## config.mk

```make
export PLATFORM = sky130hd
export DESIGN_NAME = conv_frame_reader
export DESIGN_NICKNAME = d
export VERILOG_FILES = /design/src/rtl/fr_pkg.sv /design/src/rtl/fr_tick_gen.sv /design/src/rtl/fr_frame_decode.sv /design/src/rtl/conv_frame_reader.sv
export SDC_FILE = /design/constraint.sdc
export NUM_CORES = 1
export LEC_CHECK = 0
export BUFFER_PORTS_ARGS = -buffer_cell sky130_fd_sc_hd__buf_2
export CAP_MARGIN = 25
export CORE_ASPECT_RATIO = 0.75
export CORE_UTILIZATION = 50
export CTS_CLUSTER_DIAMETER = 120
export DETAILED_ROUTE_END_ITERATION = 16
export PLACE_DENSITY_LB_ADDON = 0.2
export SYNTH_ARGS = -nofsm -noshare
export SYNTH_HDL_FRONTEND = slang
export SYNTH_HIERARCHICAL = 1
export SYNTH_SLANG_ARGS = --single-unit
export TNS_END_PERCENT = 5
```

## constraint.sdc

```tcl
create_clock -name clk -period 2.98 [get_ports clk]
set_clock_uncertainty 0.2 [all_clocks]
set_input_delay 0 -clock clk [delete_from_list [all_inputs] [get_ports clk]]
set_output_delay 0 -clock clk [all_outputs]
set_load 0.02 [all_outputs]
```

## src/rtl/fr_pkg.sv

```systemverilog
package fr_pkg;
    localparam int FRAME_W  = 32;
    localparam int RES_W    = 24;
    localparam int SUB_W    = 5;
    localparam int B_CHAN   = 30;
    localparam int B_SIGN   = 29;
    localparam int B_TOP    = 28;
    localparam int B_RESLSB = 5;

    typedef enum logic [2:0] {
        RD_IDLE,
        RD_POLL,
        RD_HIGH,
        RD_LOW,
        RD_DONE
    } rd_state_t;

    typedef struct packed {
        logic             chan;
        logic             over;
        logic             under;
        logic [RES_W-1:0] result;
        logic [SUB_W-1:0] sub;
    } rd_word_t;
endpackage

```

## src/rtl/fr_tick_gen.sv

```systemverilog
module fr_tick_gen #(
    parameter int DIV_W = 8
) (
    input  logic             clk,
    input  logic             rst_n,
    input  logic             run_i,
    input  logic [DIV_W-1:0] div_i,
    output logic             tick_o
);
    logic [DIV_W-1:0] cnt_q;

    always_ff @(posedge clk or negedge rst_n) begin
        if (!rst_n) begin
            cnt_q <= '0;
        end else if (!run_i || cnt_q >= div_i) begin
            cnt_q <= '0;
        end else begin
            cnt_q <= cnt_q + 1'b1;
        end
    end

    assign tick_o = run_i && (cnt_q >= div_i);

    // after a tick with a nonzero divider the next cycle is never a tick
    a_r3_tick_spacing: assert property (@(posedge clk) disable iff (!rst_n)
        (tick_o && run_i && div_i != '0) |=> (!tick_o || $changed(div_i)));
endmodule

```

## src/rtl/fr_frame_decode.sv

```systemverilog
module fr_frame_decode
    import fr_pkg::*;
(
    input  logic [FRAME_W-1:0] frame_i,
    output rd_word_t           word_o
);
    logic sign_b, top_b;

    always_comb begin
        sign_b       = frame_i[B_SIGN];
        top_b        = frame_i[B_TOP];
        word_o.chan  = frame_i[B_CHAN];
        word_o.over  = sign_b & top_b;
        word_o.under = ~sign_b & ~top_b;
        word_o.sub   = frame_i[SUB_W-1:0];
        unique case ({word_o.over, word_o.under})
            2'b10:   word_o.result = {1'b0, {(RES_W-1){1'b1}}};
            2'b01:   word_o.result = {1'b1, {(RES_W-1){1'b0}}};
            default: word_o.result = {~sign_b, frame_i[B_TOP-1:B_RESLSB]};
        endcase
    end
endmodule

```

## src/rtl/conv_frame_reader.sv

```systemverilog
module conv_frame_reader
    import fr_pkg::*;
#(
    parameter int DIV_W = 8,
    parameter int TMO_W = 16
) (
    input  logic                    clk,
    input  logic                    rst_n,
    input  logic                    start_i,
    input  logic                    cont_i,
    input  logic [DIV_W-1:0]        div_i,
    input  logic [TMO_W-1:0]        tmo_limit_i,
    input  logic                    miso_i,
    output logic                    cs_n_o,
    output logic                    sclk_o,
    output logic                    valid_o,
    output logic                    chan_o,
    output logic signed [RES_W-1:0] result_o,
    output logic                    over_o,
    output logic                    under_o,
    output logic [SUB_W-1:0]        sub_o,
    output logic                    timeout_o
);
    localparam int CNT_W = $clog2(FRAME_W + 1);

    rd_state_t          state_q, state_d;
    logic               tick;
    logic               run;
    logic [CNT_W-1:0]   bit_cnt_q;
    logic [FRAME_W-1:0] frame_q;
    logic [TMO_W-1:0]   wait_q;
    logic               capture;
    rd_word_t           word;

    assign run = (state_q == RD_POLL) || (state_q == RD_HIGH) || (state_q == RD_LOW);

    fr_tick_gen #(.DIV_W(DIV_W)) u_tick (
        .clk    (clk),
        .rst_n  (rst_n),
        .run_i  (run),
        .div_i  (div_i),
        .tick_o (tick)
    );

    fr_frame_decode u_dec (
        .frame_i (frame_q),
        .word_o  (word)
    );

    // state register
    always_ff @(posedge clk or negedge rst_n) begin
        if (!rst_n) state_q <= RD_IDLE;
        else        state_q <= state_d;
    end

    // next-state logic
    always_comb begin
        state_d = state_q;
        unique case (state_q)
            RD_IDLE: if (start_i) state_d = RD_POLL;
            RD_POLL: begin
                if (tick && !miso_i)
                    state_d = RD_HIGH;
                else if (tmo_limit_i != '0 && wait_q == tmo_limit_i)
                    state_d = RD_IDLE;
            end
            RD_HIGH: if (tick) state_d = (bit_cnt_q == CNT_W'(FRAME_W)) ? RD_DONE : RD_LOW;
            RD_LOW:  if (tick) state_d = RD_HIGH;
            RD_DONE: state_d = cont_i ? RD_POLL : RD_IDLE;
            default: state_d = RD_IDLE;
        endcase
    end

    assign capture = (state_d == RD_HIGH) && (state_q != RD_HIGH);

    // outputs and datapath
    always_ff @(posedge clk or negedge rst_n) begin
        if (!rst_n) begin
            bit_cnt_q <= '0;
            frame_q   <= '0;
            wait_q    <= '0;
            timeout_o <= 1'b0;
            chan_o    <= 1'b0;
            result_o  <= '0;
            over_o    <= 1'b0;
            under_o   <= 1'b0;
            sub_o     <= '0;
        end else begin
            if (state_q == RD_POLL) wait_q <= wait_q + 1'b1;
            else                    wait_q <= '0;

            if (state_q == RD_IDLE || state_q == RD_DONE) begin
                bit_cnt_q <= '0;
            end else if (capture) begin
                frame_q   <= {frame_q[FRAME_W-2:0], miso_i};
                bit_cnt_q <= bit_cnt_q + 1'b1;
            end

            if (state_q == RD_POLL && state_d == RD_IDLE)
                timeout_o <= 1'b1;
            else if (state_q == RD_IDLE && start_i)
                timeout_o <= 1'b0;

            if (state_q == RD_HIGH && state_d == RD_DONE) begin
                chan_o   <= word.chan;
                result_o <= word.result;
                over_o   <= word.over;
                under_o  <= word.under;
                sub_o    <= word.sub;
            end
        end
    end

    assign cs_n_o  = (state_q == RD_IDLE) || (state_q == RD_DONE);
    assign sclk_o  = (state_q == RD_HIGH);
    assign valid_o = (state_q == RD_DONE);

    // serial clock only toggles with the converter selected
    a_r2_sclk_selected: assert property (@(posedge clk) disable iff (!rst_n)
        sclk_o |-> !cs_n_o);
    // never more than a full frame of bits
    a_r4_bit_bound: assert property (@(posedge clk) disable iff (!rst_n)
        bit_cnt_q <= CNT_W'(FRAME_W));
    // valid comes with chip select released and lasts one cycle
    a_r5_valid_deselect: assert property (@(posedge clk) disable iff (!rst_n)
        valid_o |-> (cs_n_o && !sclk_o));
    a_r5_valid_single: assert property (@(posedge clk) disable iff (!rst_n)
        valid_o |=> !valid_o);
    // range flags exclusive
    a_r7_flags_exclusive: assert property (@(posedge clk) disable iff (!rst_n)
        !(over_o && under_o));
    // a timeout leaves the link deselected
    a_r9_timeout_idle: assert property (@(posedge clk) disable iff (!rst_n)
        $rose(timeout_o) |-> (cs_n_o && !valid_o));
    // continuous mode reselects on the cycle after valid
    a_r10_cont_restart: assert property (@(posedge clk) disable iff (!rst_n)
        (valid_o && cont_i) |=> !cs_n_o);
endmodule

```

* Word level (Yosys, flattened, before mapping)
Index checks and enable logic that the tools add are counted.
Cells by class: $add $sub $neg 3, multiply operators 0, div/mod/pow operators 0, order comparisons 1, equal/unequal tests 11, shifts and indexed selects 0, multiplexer cells 15, bitwise gates (word level) 5, reductions and logical operators 19
Operator list (number):
- 24-bit case mux with 2 select lines | 1
- 3-bit two-way mux | 6
- 16-bit by 1-bit adder with 16-bit output (second input constant) | 1
- 16-bit equality test | 1
- 16-bit two-way mux | 1
- 16-bit nonzero test | 1
- 3-bit case mux with 5 select lines | 1
- 6-bit two-way mux | 2
- 3-bit by 2-bit equality test with 1-bit output (second input constant) | 3
- 8-bit by 1-bit adder with 8-bit output (second input constant) | 1
- 8-bit >= comparator | 1
- 8-bit two-way mux | 1
- 1-bit logical AND | 7
- 6-bit by 1-bit adder with 6-bit output (second input constant) | 1
- 3-bit equality test (second input constant) | 2
- 6-bit equality test (second input constant) | 1
- 3-bit zero test | 2
- 1-bit logical OR | 4
- 2-bit nonzero test | 2
- 3-bit by 1-bit equality test with 1-bit output (second input constant) | 1
- 1-bit two-way mux | 3
- 3-bit by 2-bit inequality test with 1-bit output (second input constant) | 1
- 1-bit NOT | 3
- 1-bit AND | 2
- 4 further kinds | 5
Word-level totals: flip-flop bits (word level) 97, latch bits 0, bits in writable memories 0, ROM bits 0, bits of input ports 29, output and inout port bits 36, memories 0

* Logic depth before layout (Yosys ltp)
Gate-level depths: netlist of the first run.
depth after elaboration 11, gate-level depth with buffers 12, mapped depth without buffers 10

* Modules after synthesis
The synthesis of the first run kept the hierarchy.
By module, submodules not included:
- conv_frame_reader | times used 1, cells each 305, area an instance 3962.6 um^2, seq. area each 2252.2 um^2
- fr_tick_gen | times used 1, cells each 59, area an instance 578.1 um^2, seq. area each 200.2 um^2
- fr_frame_decode | times used 1, cells each 63, area an instance 319.1 um^2, seq. area each 0.0 um^2

* Least setup slack after synthesis of the first run
Ideal clock, no wire load.
path type register to register, start point reg u_tick.cnt_q[2], end point reg frame_q[27], data arrival time 2.337 ns, path slack 0.318 ns, cell stages (with the launch flop) 11, path buffers 2, cells stage by stage dfrtp_1 ha_1 or3_1 a21oi_1 o31ai_1 and2_1 nand3b_1 nor2_2 buf_4 buf_6 mux2_2
Between the ends: cells in the longest elaborated chain, start to end 8
RTL lines:
- start, declared | line fr_tick_gen.sv:10 | logic [DIV_W-1:0] cnt_q;
- start signal, assigned | line fr_tick_gen.sv:18 | cnt_q <= cnt_q + 1'b1;
- 8-bit >= comparator * | line fr_tick_gen.sv:22 | assign tick_o = run_i && (cnt_q >= div_i);
- 1-bit logical AND * | line fr_tick_gen.sv:22
- named net tick | line conv_frame_reader.sv:27 | logic tick;
- 1-bit logical AND | line conv_frame_reader.sv:62 | if (tick && !miso_i)
- 3-bit two-way mux | line conv_frame_reader.sv:62
- 3-bit case mux with 5 select lines * | line conv_frame_reader.sv:59 | unique case (state_q)
- 3-bit by 2-bit equality test with 1-bit output * | line conv_frame_reader.sv:74 | assign capture = (state_d == RD_HIGH) && (state_q != RD_HIGH);
- 1-bit logical AND * | line conv_frame_reader.sv:74
- 2-bit AND reduction (no line) *
- end signal, assigned | line conv_frame_reader.sv:95 | frame_q <= {frame_q[FRAME_W-2:0], miso_i};
- end, declared | line conv_frame_reader.sv:30 | logic [FRAME_W-1:0] frame_q;
The timed path passes the listed nets; every way through them passes the cells marked *. A chain may end at the register's enable or synchronous reset.

* Worst setup path in the final report of the first run
start point reg u_tick.cnt_q[3], end point reg result_o[18]
Between the ends: cells in the longest elaborated chain, start to end 7
RTL lines:
- 8-bit >= comparator * | line fr_tick_gen.sv:22
- 1-bit logical AND * | line fr_tick_gen.sv:22
- named net tick | line conv_frame_reader.sv:27
- 1-bit logical AND | line conv_frame_reader.sv:62
- 3-bit two-way mux | line conv_frame_reader.sv:62
- 3-bit case mux with 5 select lines * | line conv_frame_reader.sv:59
- 3-bit equality test * | line conv_frame_reader.sv:104 | if (state_q == RD_HIGH && state_d == RD_DONE) begin
- 1-bit logical AND * | line conv_frame_reader.sv:104
- end signal, assigned | line conv_frame_reader.sv:106 | result_o <= word.result;
- end, declared | line conv_frame_reader.sv:18 | output logic signed [RES_W-1:0] result_o,
Marks and branches as above.

==> summary.txt, run 1 <==
First-pass GRT wire length: 15500 um
Core outline area: 9200 um^2
Total CTS buffers: 9
Worst reg2reg path endpoint: result_o[18]$_DFFE_PN0P_
Crit path kind: flop to flop
H-tree depth: 3
CP endpoint kind: flop
CTS sink cnt: 97
Slowest CP cell: nor2_4
WHS Path Cells: 5
Vias: 3193
# rows: 30
Pwr dens: 588 nW/um^2
Delay-heaviest family, CP: simple AND/OR/NAND/NOR gates
Worst path cell trace: ha_1 > o21a_1 > a21oi_2 > o31ai_1 > and2_1 > nand2_1 > nor2_4 > mux2_2
CP Data Required Time: 3.00 ns
GPL Wtd Cong: 0.873
Nets: 536
RSZ-0062 raised after global routing: true
Post-layout min period: 2.90 ns
Initial DRC count: 180
Post-route ant nets: 0
Largest net degree at the start of global routing: 63
TritonCTS clock tree: yes
Post-DR wirelength/cell: 13.9 um
Mean area per synthesized cell: 11.3 um^2
Clk_lat worst skew: 0.34 ns
Filler cells: 769
Die height: 87.1 um
Final worst-path cycle share: 97.4%
Crit path launch type: flop
Port Buf Inserts: 64
Worst Path Arrival: 2.92 ns
Vias in the first global route: 3284
Dpl ws: 0.0111 ns
Post-CTS Setup Inserts: 0
Final WL: 8700 um
# DRC: 0
Final setup viols: 0
Post-synthesis cell area: 4820 um^2
Worst r2r path cells: 8
Worst R2R Setup Slack: 0.08 ns
Area occupied by multi-input gates: 2150 um^2
Die Area: 10000 um^2
Max Cap Viol: 0
DP HPWL: 6020 um
Cells after Synth: 425
Max-slew violations: 0
Drt first pass iters: 4
IO Count: 65
Hold Path End: timeout_o$_DFFE_PN0P_
Least-Margin Pin Slew: 0.896 ns
Die width: 115 um
Worst Hold Class: input port to flop
Worst rel slew slack: 40.1%
Buf/Inv on CP: 0
Area growth, synth to finish: 16.5%
Post-DP Area: 5200 um^2
Worst vdd ir: 0.327 mV
Commonest non-fill, non-tap cell in the layout: dfrtp_1
Ys Warns: 6
Crit-path max FO: 33
Post-Syn Nets: 468
Hold Fails Final Rpt: 0
Initial antenna violation count: 0
Starting Density: 52.4%
Status: completed
Reg area: 2430 um^2
Global route total overflow: 0
Tot GR Track Use: 19.7%
Pleak: 0.00291 uW
Reg clk slew, reported paths: 0.07 ns
Final setup margin: 0.0784 ns
Ant diodes: 0
Clk Tree Root Cell: clkbuf_16
HP Start: tmo_limit_i[14]
Via density: 5.10
Max incr delay on CP: 0.70 ns
Highest-count cells in the layout ignoring fill and taps: dfrtp_1, mux2_2, buf_2
Clock buffer depth: 2
RR Startpoint: u_tick/cnt_q[3]$_DFF_PN0_
Finished Cell Area: 5620 um^2
Max Clock Freq: 345 MHz
Fraction of layout cells with a size suffix above 1: 32.7%
through the flow:
step	util (%)	setup TNS (ns)	total power (uW)	hold slack [ns]	std cells
after floorplan	-	0	1920	-0.496	425
after global placement	56.5	0	2040	-0.0711	601
after detailed placement	56.5	0	2060	-0.0800	601
after CTS	61.1	-0.00223	3340	0.0295	626
after global routing	61.1	-1.98	3470	0.0377	626
final	61.1	0	3300	0.0237	626
per-layer routing:
| layer | vias up | global-route usage (%) | wire, um |
|---|---|---|---|
| met5 | - | 0 | 0 |
| li1 | 1576 | - | - |
| met4 | 0 | 6.26 | 117 |
| met2 | 60 | 30.7 | 3910 |
| met3 | 11 | 5.22 | 323 |
| met1 | 1546 | 27.0 | 4350 |
worst max-delay path by stage:
| stage | start | endpoint | slack [ns] | cells after the start |
|---|---|---|---|---|
| floorplan | u_tick/cnt_q[2]$_DFF_PN0_ | frame_q[27]$_DFFE_PN0P_ | 0.32 | 10 |
| global placement | u_tick/cnt_q[3]$_DFF_PN0_ | over_o$_DFFE_PN0P_ | 0.10 | 8 |
| detailed placement | u_tick/cnt_q[4]$_DFF_PN0_ | result_o[18]$_DFFE_PN0P_ | 0.01 | 8 |
| CTS | u_tick/cnt_q[3]$_DFF_PN0_ | result_o[18]$_DFFE_PN0P_ | -0.002 | 8 |
| global route | u_tick/cnt_q[4]$_DFF_PN0_ | result_o[4]$_DFFE_PN0P_ | -0.08 | 8 |
| finish | u_tick/cnt_q[3]$_DFF_PN0_ | result_o[18]$_DFFE_PN0P_ | 0.08 | 8 |
sequential cells by signal, summed over array words and instances, names as in the netlist:
name and flops:
frame_q 31, result_o 24, wait_q 16, u_tick/cnt_q 8, bit_cnt_q 6, sub_o 5
state_q 3, chan_o 1, over_o 1, timeout_o 1, under_o 1
cell type report:
cell class                      count  area share (%)
Clock inverter                      7            1.83
Inverter                           18            1.20
Clock buffer                        9            4.01
Sequential cell                    97            43.2
Tap cell                          128            2.85
Multi-Input combinational cell    286            38.3
Timing Repair Buffer               81            8.64
worst register-to-register path, cell delays in order (launching register included):
cell     delay (ns)
dfrtp_1        0.41
ha_1           0.30
o21a_1         0.14
a21oi_2        0.08
o31ai_1        0.25
and2_1         0.18
nand2_1        0.10
nor2_4         0.70
mux2_2         0.44
power by group:
group / switching, uW / leakage [uW] / internal, uW / total (uW)
clock network: 506 / 0.000157 / 744 / 1250
registers: 97.9 / 0.00133 / 1410 / 1510
logic: 275 / 0.00143 / 274 / 549
total: 879 / 0.00291 / 2420 / 3300
what timing repair did:
action / 4_1_cts / 5_1_grt
hold endpoints to repair: 64 / 0
gates cloned: 0 / 0
endpoints found under the setup margin: 1 / 66
hold buffers: 9 / 0
gates resized for setup: 0 / 1
No activity file was read; power rests on OpenSTA's default activity.
==> run 2: changes to the inputs <==
--- a/config.mk
+++ b/config.mk
@@ -7,11 +7,12 @@
 export LEC_CHECK = 0
 export BUFFER_PORTS_ARGS = -buffer_cell sky130_fd_sc_hd__buf_2
 export CAP_MARGIN = 25
-export CORE_ASPECT_RATIO = 0.75
+export CORE_MARGIN = 2
 export CORE_UTILIZATION = 50
 export CTS_CLUSTER_DIAMETER = 120
 export DETAILED_ROUTE_END_ITERATION = 16
 export PLACE_DENSITY_LB_ADDON = 0.2
+export REMOVE_ABC_BUFFERS = 1
 export SYNTH_ARGS = -nofsm -noshare
 export SYNTH_HDL_FRONTEND = slang
 export SYNTH_HIERARCHICAL = 1
==> run 2 against run 1 <==
  * Combinational power rose by 3.8%
  * Register-to-register slack gained 0.11 ns
  * Final cell count grew 0.64%
  * Maximum frequency up 3.9%
  * Sequential cell count unchanged
  * Non-clock buffer count increased by 2
  * Utilization is 1.8 points lower
  * Power shrank 13%
  * Setup slack better by 0.11 ns
  * Global-route usage fell by 2.3 points
  * Worst hold slack is essentially flat
  * Via count decreased by 0.53%
  * Largest cell class unchanged
  * Highest routed layer unchanged
==> summary.txt, run 2 (synthesized netlist as in run 1, its figures left out) <==
Highest-count cells in the layout ignoring fill and taps: dfrtp_1, mux2_2, buf_2
Clock buffer depth: 2 (unchanged)
Post-DP Area: 5200 um^2 (about the same)
Pwr dens: 519 nW/um^2 (-12%)
Worst Path Arrival: 2.86 ns (-0.06 ns)
Nets: 539 (+0.56%)
Status: completed
Post-layout min period: 2.79 ns (-0.109 ns)
Least-Margin Pin Slew: 0.748 ns (-0.148 ns)
Comb pwr share: 19.9% (+3.3 points)
Die Area: 10400 um^2 (+4.0%)
Max Clock Freq: 358 MHz (+3.9%)
TritonCTS clock tree: yes
Internal Pwr Total: 2010 uW (-17%)
CP endpoint kind: flop
Pwr Total: 2860 uW (-13%)
Worst r2r path cells: 6 (-2)
Worst rel slew slack: 50.1% (+10 points)
Flop pwr share: 52.3% (+6.7 points)
Final WL: 8680 um (-0.15%)
WHS Path Cells: 5 (unchanged)
Final worst-path cycle share: 93.7% (-3.7 points)
Tot GR Track Use: 17.4% (-2.3 points)
Regs by FF count: frame_q (31), result_o (24), wait_q (16)
Max incr delay on CP: 0.62 ns (-0.08 ns)
# DRC: 0 (unchanged)
Finished Cell Area: 5510 um^2 (-2.0%)
Via density: 5.04 (-1.2%)
DP HPWL: 5970 um (-0.84%)
Reg clk slew, reported paths: 0.09 ns (+0.02 ns)
Clock share of power: 27.8% (-10 points)
CTS sink cnt: 97 (unchanged)
Die height: 102 um (+17%)
Worst Hold Class: input port to flop
Area growth, synth to finish: 14.2%
Largest register by flop count: frame_q
Delay-heaviest family, CP: buffers and inverters
Max Cap Viol: 0 (unchanged)
Post-CTS Setup Inserts: 0 (unchanged)
RR Startpoint: wait_q[4]$_DFF_PN0_
Global route total overflow: 0 (unchanged)
Clk_lat worst skew: 0.35 ns (about the same)
Initial antenna violation count: 0 (unchanged)
GPL Wtd Cong: 0.822 (-5.9%)
Max-slew violations: 0 (unchanged)
Pleak: 0.00286 uW (-1.9%)
Starting Density: 52.0% (-0.49 points)
Switching pwr: 848 uW (-3.5%)
Final setup viols: 0 (unchanged)
Commonest non-fill, non-tap cell in the layout: dfrtp_1
Switching portion of total power: 29.6% (+3.1 points)
Hold Path End: state_q[0]$_DFF_PN0_
CP Data Required Time: 3.04 ns (+0.04 ns)
Crit path launch type: flop
H-tree depth: 3 (unchanged)
Worst path cell trace: xor2_1 > nor4_2 > dlygate4sd3_1 > nand2_1 > dlygate4sd3_1 > o31ai_2
Core outline area: 9280 um^2 (+0.95%)
Core Util, Final: 59.3% (-1.8 points)
Crit-path max FO: 6 (-82%)
Post-DR wirelength/cell: 13.8 um (-0.78%)
Post-route ant nets: 0 (unchanged)
Die width: 102 um (-11%)
Crit-path most repeated cell: dlygate4sd3_1
HP Start: tmo_limit_i[9]
Worst R2R Setup Slack: 0.19 ns (+0.11 ns)
IO Count: 65 (unchanged)
Worst vdd ir: 0.293 mV (-10%)
# rows: 35 (+17%)
Slowest CP cell: dlygate4sd3_1
Crit path kind: flop to flop
Largest net degree at the start of global routing: 61 (-3.2%)
Fraction of layout cells with a size suffix above 1: 33.3% (+0.60 points)
Buf/Inv on CP: 2 (+2)
Worst reg2reg path endpoint: timeout_o$_DFFE_PN0P_
Vias: 3176 (-0.53%)
Clk Tree Root Cell: clkbuf_8
Vias in the first global route: 3151 (-4.0%)
First-pass GRT wire length: 14500 um (-6.8%)
Ant diodes: 0 (unchanged)
Initial DRC count: 85 (-53%)
Port Buf Inserts: 64 (unchanged)
RSZ-0062 raised after global routing: false
Hold Fails Final Rpt: 0 (unchanged)
Total CTS buffers: 9 (unchanged)
Max reg flops: 31 (unchanged)
Drt first pass iters: 4 (unchanged)
run 2: area by class of cell:
cell class,count,area [um^2]
inverter,18,67.6
tap,129,161
timing repair buffer,83,494
fill,815,3780
multi-input combinational,287,2170
clock buffer,9,124
clock inverter,7,61.3
sequential,97,2430
run 2: power by group through the flow:
stage	sequential, uW	combinational (uW)	clock (uW)
after floorplan	1500	380	0
after global placement	1510	544	0
after detailed placement	1520	559	0
after CTS	1490	574	823
after global routing	1510	642	881
final	1490	570	794
run 2: timing repair:
action	in CTS	in global routing
setup endpoints to repair	32	34
gates resized for setup	1	4
hold buffers	10	0
pin swaps	0	1
endpoints found under the hold margin	62	0
cloned	0	1
run 2: routing by layer:
metal / part of all wire (%) / routed length (um) / GRT usage (%) / up-vias
li1: - / - / - / 1572
met1: 48 / 4170 / 23.6 / 1551
met2: 48 / 4150 / 29.6 / 45
met3: 3.1 / 267 / 2.74 / 8
met4: 1.1 / 95 / 4.62 / 0
met5: 0 / 0 / 0 / -
run 2: per-stage QoR:
step / worst slack, ns / hold WS, ns / setup TNS [ns] / std cells
3_3_place_gp: 0.00969 / -0.0875 / 0 / 603
6_report: 0.187 / 0.0235 / 0 / 630
2_1_floorplan: -0.259 / -0.496 / -6.27 / 401
4_1_cts: -0.0240 / 0.0152 / -0.105 / 629
5_1_grt: 0.0135 / 0.0578 / 0 / 630
3_5_place_dp: -0.0327 / -0.0823 / -0.605 / 603
run 2: worst min-delay path, stage by stage:
cell,delay (ns)
buf_2,0.10
xor2_1,0.13
nor4_1,0.06
nand3_1,0.11
a211o_1,0.13
run 2: worst max path at each step:
stage	start	endpoint	slack [ns]	depth (start not counted)
after global placement	u_tick/cnt_q[3]$_DFF_PN0_	result_o[15]$_DFFE_PN0P_	0.01	8
after global routing	u_tick/cnt_q[3]$_DFF_PN0_	bit_cnt_q[2]$_DFFE_PN0P_	0.01	10
after CTS	u_tick/cnt_q[3]$_DFF_PN0_	sub_o[3]$_DFFE_PN0P_	-0.02	8
after detailed placement	u_tick/cnt_q[3]$_DFF_PN0_	result_o[15]$_DFFE_PN0P_	-0.03	8
after floorplan	u_tick/cnt_q[3]$_DFF_PN0_	bit_cnt_q[2]$_DFFE_PN0P_	-0.26	9
final	wait_q[4]$_DFF_PN0_	timeout_o$_DFFE_PN0P_	0.19	6
==> run 3: changes to the inputs <==
==> constraint.sdc (replaced) <==
create_clock -name clk -period 3.4 [get_ports clk]
set_clock_uncertainty 0.2 [all_clocks]
set_input_delay 0 -clock clk [delete_from_list [all_inputs] [get_ports clk]]
set_output_delay 0 -clock clk [all_outputs]
set_load 0.02 [all_outputs]
==> run 3 against run 2 <==
  * Maximum frequency is 11% lower
  * Worst hold slack better by 0.018 ns
  * Global-route usage is 0.45 points higher
  * Utilization is 0.51 points lower
  * Register-to-register slack better by 0.07 ns
  * Combinational power is 21% lower
  * Final cell count is 0.95% lower
  * Sequential cell count stayed put
  * Critical path depth is 3 higher
  * Sequential share of layout area is 0.38 points higher
  * Clock power is 8.6% lower
==> summary.txt, run 3 (synthesized netlist as in run 1, its figures left out) <==
Pwr Total: 2500 uW (-13%)
Largest register by flop count: frame_q
Crit-path max FO: 5 (-1)
Clock buffer depth: 2 (unchanged)
Highest-count cells in the layout ignoring fill and taps: dfrtp_1, mux2_2, buf_2
Finished Cell Area: 5460 um^2 (-0.86%)
Die height: 102 um (unchanged)
Vias: 3223 (+1.5%)
Max-slew violations: 0 (unchanged)
Ant diodes: 0 (unchanged)
Worst Path Arrival: 3.24 ns (+0.38 ns)
CTS sink cnt: 97 (unchanged)
Total CTS buffers: 9 (unchanged)
Least-Margin Pin Slew: 0.790 ns (+0.0415 ns)
Global route total overflow: 0 (unchanged)
Max Cap Viol: 0 (unchanged)
Regs by FF count: frame_q (31), result_o (24), wait_q (16)
Max Clock Freq: 318 MHz (-11%)
Tot GR Track Use: 17.9% (+0.45 points)
Pwr dens: 457 nW/um^2 (-12%)
Clk Tree Root Cell: clkbuf_8
DR WL met2: 4290 um (+3.2%)
Port Buf Inserts: 64 (unchanged)
Starting Density: 52.0% (unchanged)
Hold Fails Final Rpt: 0 (unchanged)
Filler cells: 806 (-1.1%)
Vias in the first global route: 3183 (+1.0%)
Crit path launch type: flop
Post-DR wirelength/cell: 13.7 um (-0.38%)
Initial antenna violation count: 0 (unchanged)
Final worst-path cycle share: 92.4% (-1.4 points)
First-pass GRT wire length: 14800 um (+1.9%)
TritonCTS clock tree: yes
Top sig layer: met4
Met1 wire length: 3980 um (-4.6%)
CP Data Required Time: 3.50 ns (+0.46 ns)
Nets: 533 (-1.1%)
H-tree depth: 3 (unchanged)
GPL Wtd Cong: 0.801 (-2.5%)
Final WL: 8570 um (-1.3%)
Post-layout min period: 3.14 ns (+0.348 ns)
Pleak: 0.00284 uW (-0.44%)
PostCTS Resize Cnt: 0 (-1)
Die width: 102 um (unchanged)
Commonest non-fill, non-tap cell in the layout: dfrtp_1
Area growth, synth to finish: 13.2%
Status: completed
Post-DP Area: 5180 um^2 (-0.29%)
IO Count: 65 (unchanged)
DP HPWL: 6030 um (+1.0%)
Fraction of layout cells with a size suffix above 1: 32.7% (-0.61 points)
Post-route ant nets: 0 (unchanged)
Largest net degree at the start of global routing: 38 (-38%)
Core outline area: 9280 um^2 (unchanged)
Initial DRC count: 89 (+4.7%)
Crit path kind: flop to flop
Final Non-Filler Cells: 624 (-0.95%)
Die Area: 10400 um^2 (unchanged)
Reg clk slew, reported paths: 0.10 ns (about the same)
RSZ-0062 raised after global routing: false
# DRC: 0 (unchanged)
Worst vdd ir: 0.260 mV (-11%)
Drt first pass iters: 4 (unchanged)
Inst Count DP: 601 (-0.33%)
Clk_lat worst skew: 0.35 ns (about the same)
Via density: 5.17 (+2.5%)
Post-CTS Setup Inserts: 0 (unchanged)
Worst Hold Class: input port to flop
Final setup viols: 0 (unchanged)
Hold_ws: 0.0413 ns (+0.0177 ns)
Post-Route Setup TNS: 0 ns (unchanged)
Length of routed met3 wiring: 226 um (-15%)
CP endpoint kind: flop
Max reg flops: 31 (unchanged)
# rows: 35 (unchanged)
Worst rel slew slack: 47.4% (-2.8 points)
run 3: critical path, stage by stage (launching register included):
cell,delay [ns]
dfrtp_1,0.43
ha_1,0.28
or3_1,0.35
a21oi_1,0.28
o31ai_1,0.12
and2_1,0.22
nor2b_1,0.16
or2_4,0.25
o31ai_2,0.22
dlygate4sd3_1,0.57
run 3: stage by stage:
step	util (%)	setup WS, ns
2_1_floorplan	-	0.161
3_3_place_gp	55.8	0.599
3_5_place_dp	55.8	0.545
4_1_cts	58.8	0.242
5_1_grt	58.8	0.0972
6_report	58.8	0.260
run 3: final timing paths:
| path | start | cells after the start | slack, ns | to |
|---|---|---|---|---|
| min reg2reg | chan_o$_DFFE_PN0P_ | 1 | 0.30 | chan_o$_DFFE_PN0P_ |
| max | u_tick/cnt_q[2]$_DFF_PN0_ | 9 | 0.26 | timeout_o$_DFFE_PN0P_ |
| max reg2reg | u_tick/cnt_q[2]$_DFF_PN0_ | 9 | 0.26 | timeout_o$_DFFE_PN0P_ |
| min in group asynchronous | rst_n | 4 | 0.53 | wait_q[6]$_DFF_PN0_ |
| max in group asynchronous | rst_n | 4 | 2.05 | frame_q[12]$_DFFE_PN0P_ |
| min | tmo_limit_i[0] | 5 | 0.04 | state_q[0]$_DFF_PN0_ |
run 3: repair_timing:
action	CTS	global route
setup endpoints to repair	0	0
endpoints found under the hold margin	101	0
hold buffers	7	0
run 3: where the power goes:
part | internal, uW | switching (uW)
combinational | 222 | 229
sequential | 1230 | 85.6
clock | 304 | 422
run 3: layout make-up:
class                      instances  area (um^2)  area share [%]
timing repair buffer              78          455            8.34
tap                              129          161            2.96
clock buffer                      10          138            2.52
inverter                          18         67.6            1.24
sequential                        97         2430            44.5
clock inverter                     6         61.3            1.12
multi-input combinational        286         2150            39.4
run 3: layer usage:
metal / vias up / global-route usage [%]
li1: 1583 / -
met1: 1590 / 23.7
met2: 44 / 29.7
met3: 6 / 3.35
met4: 0 / 6.26
met5: - / 0
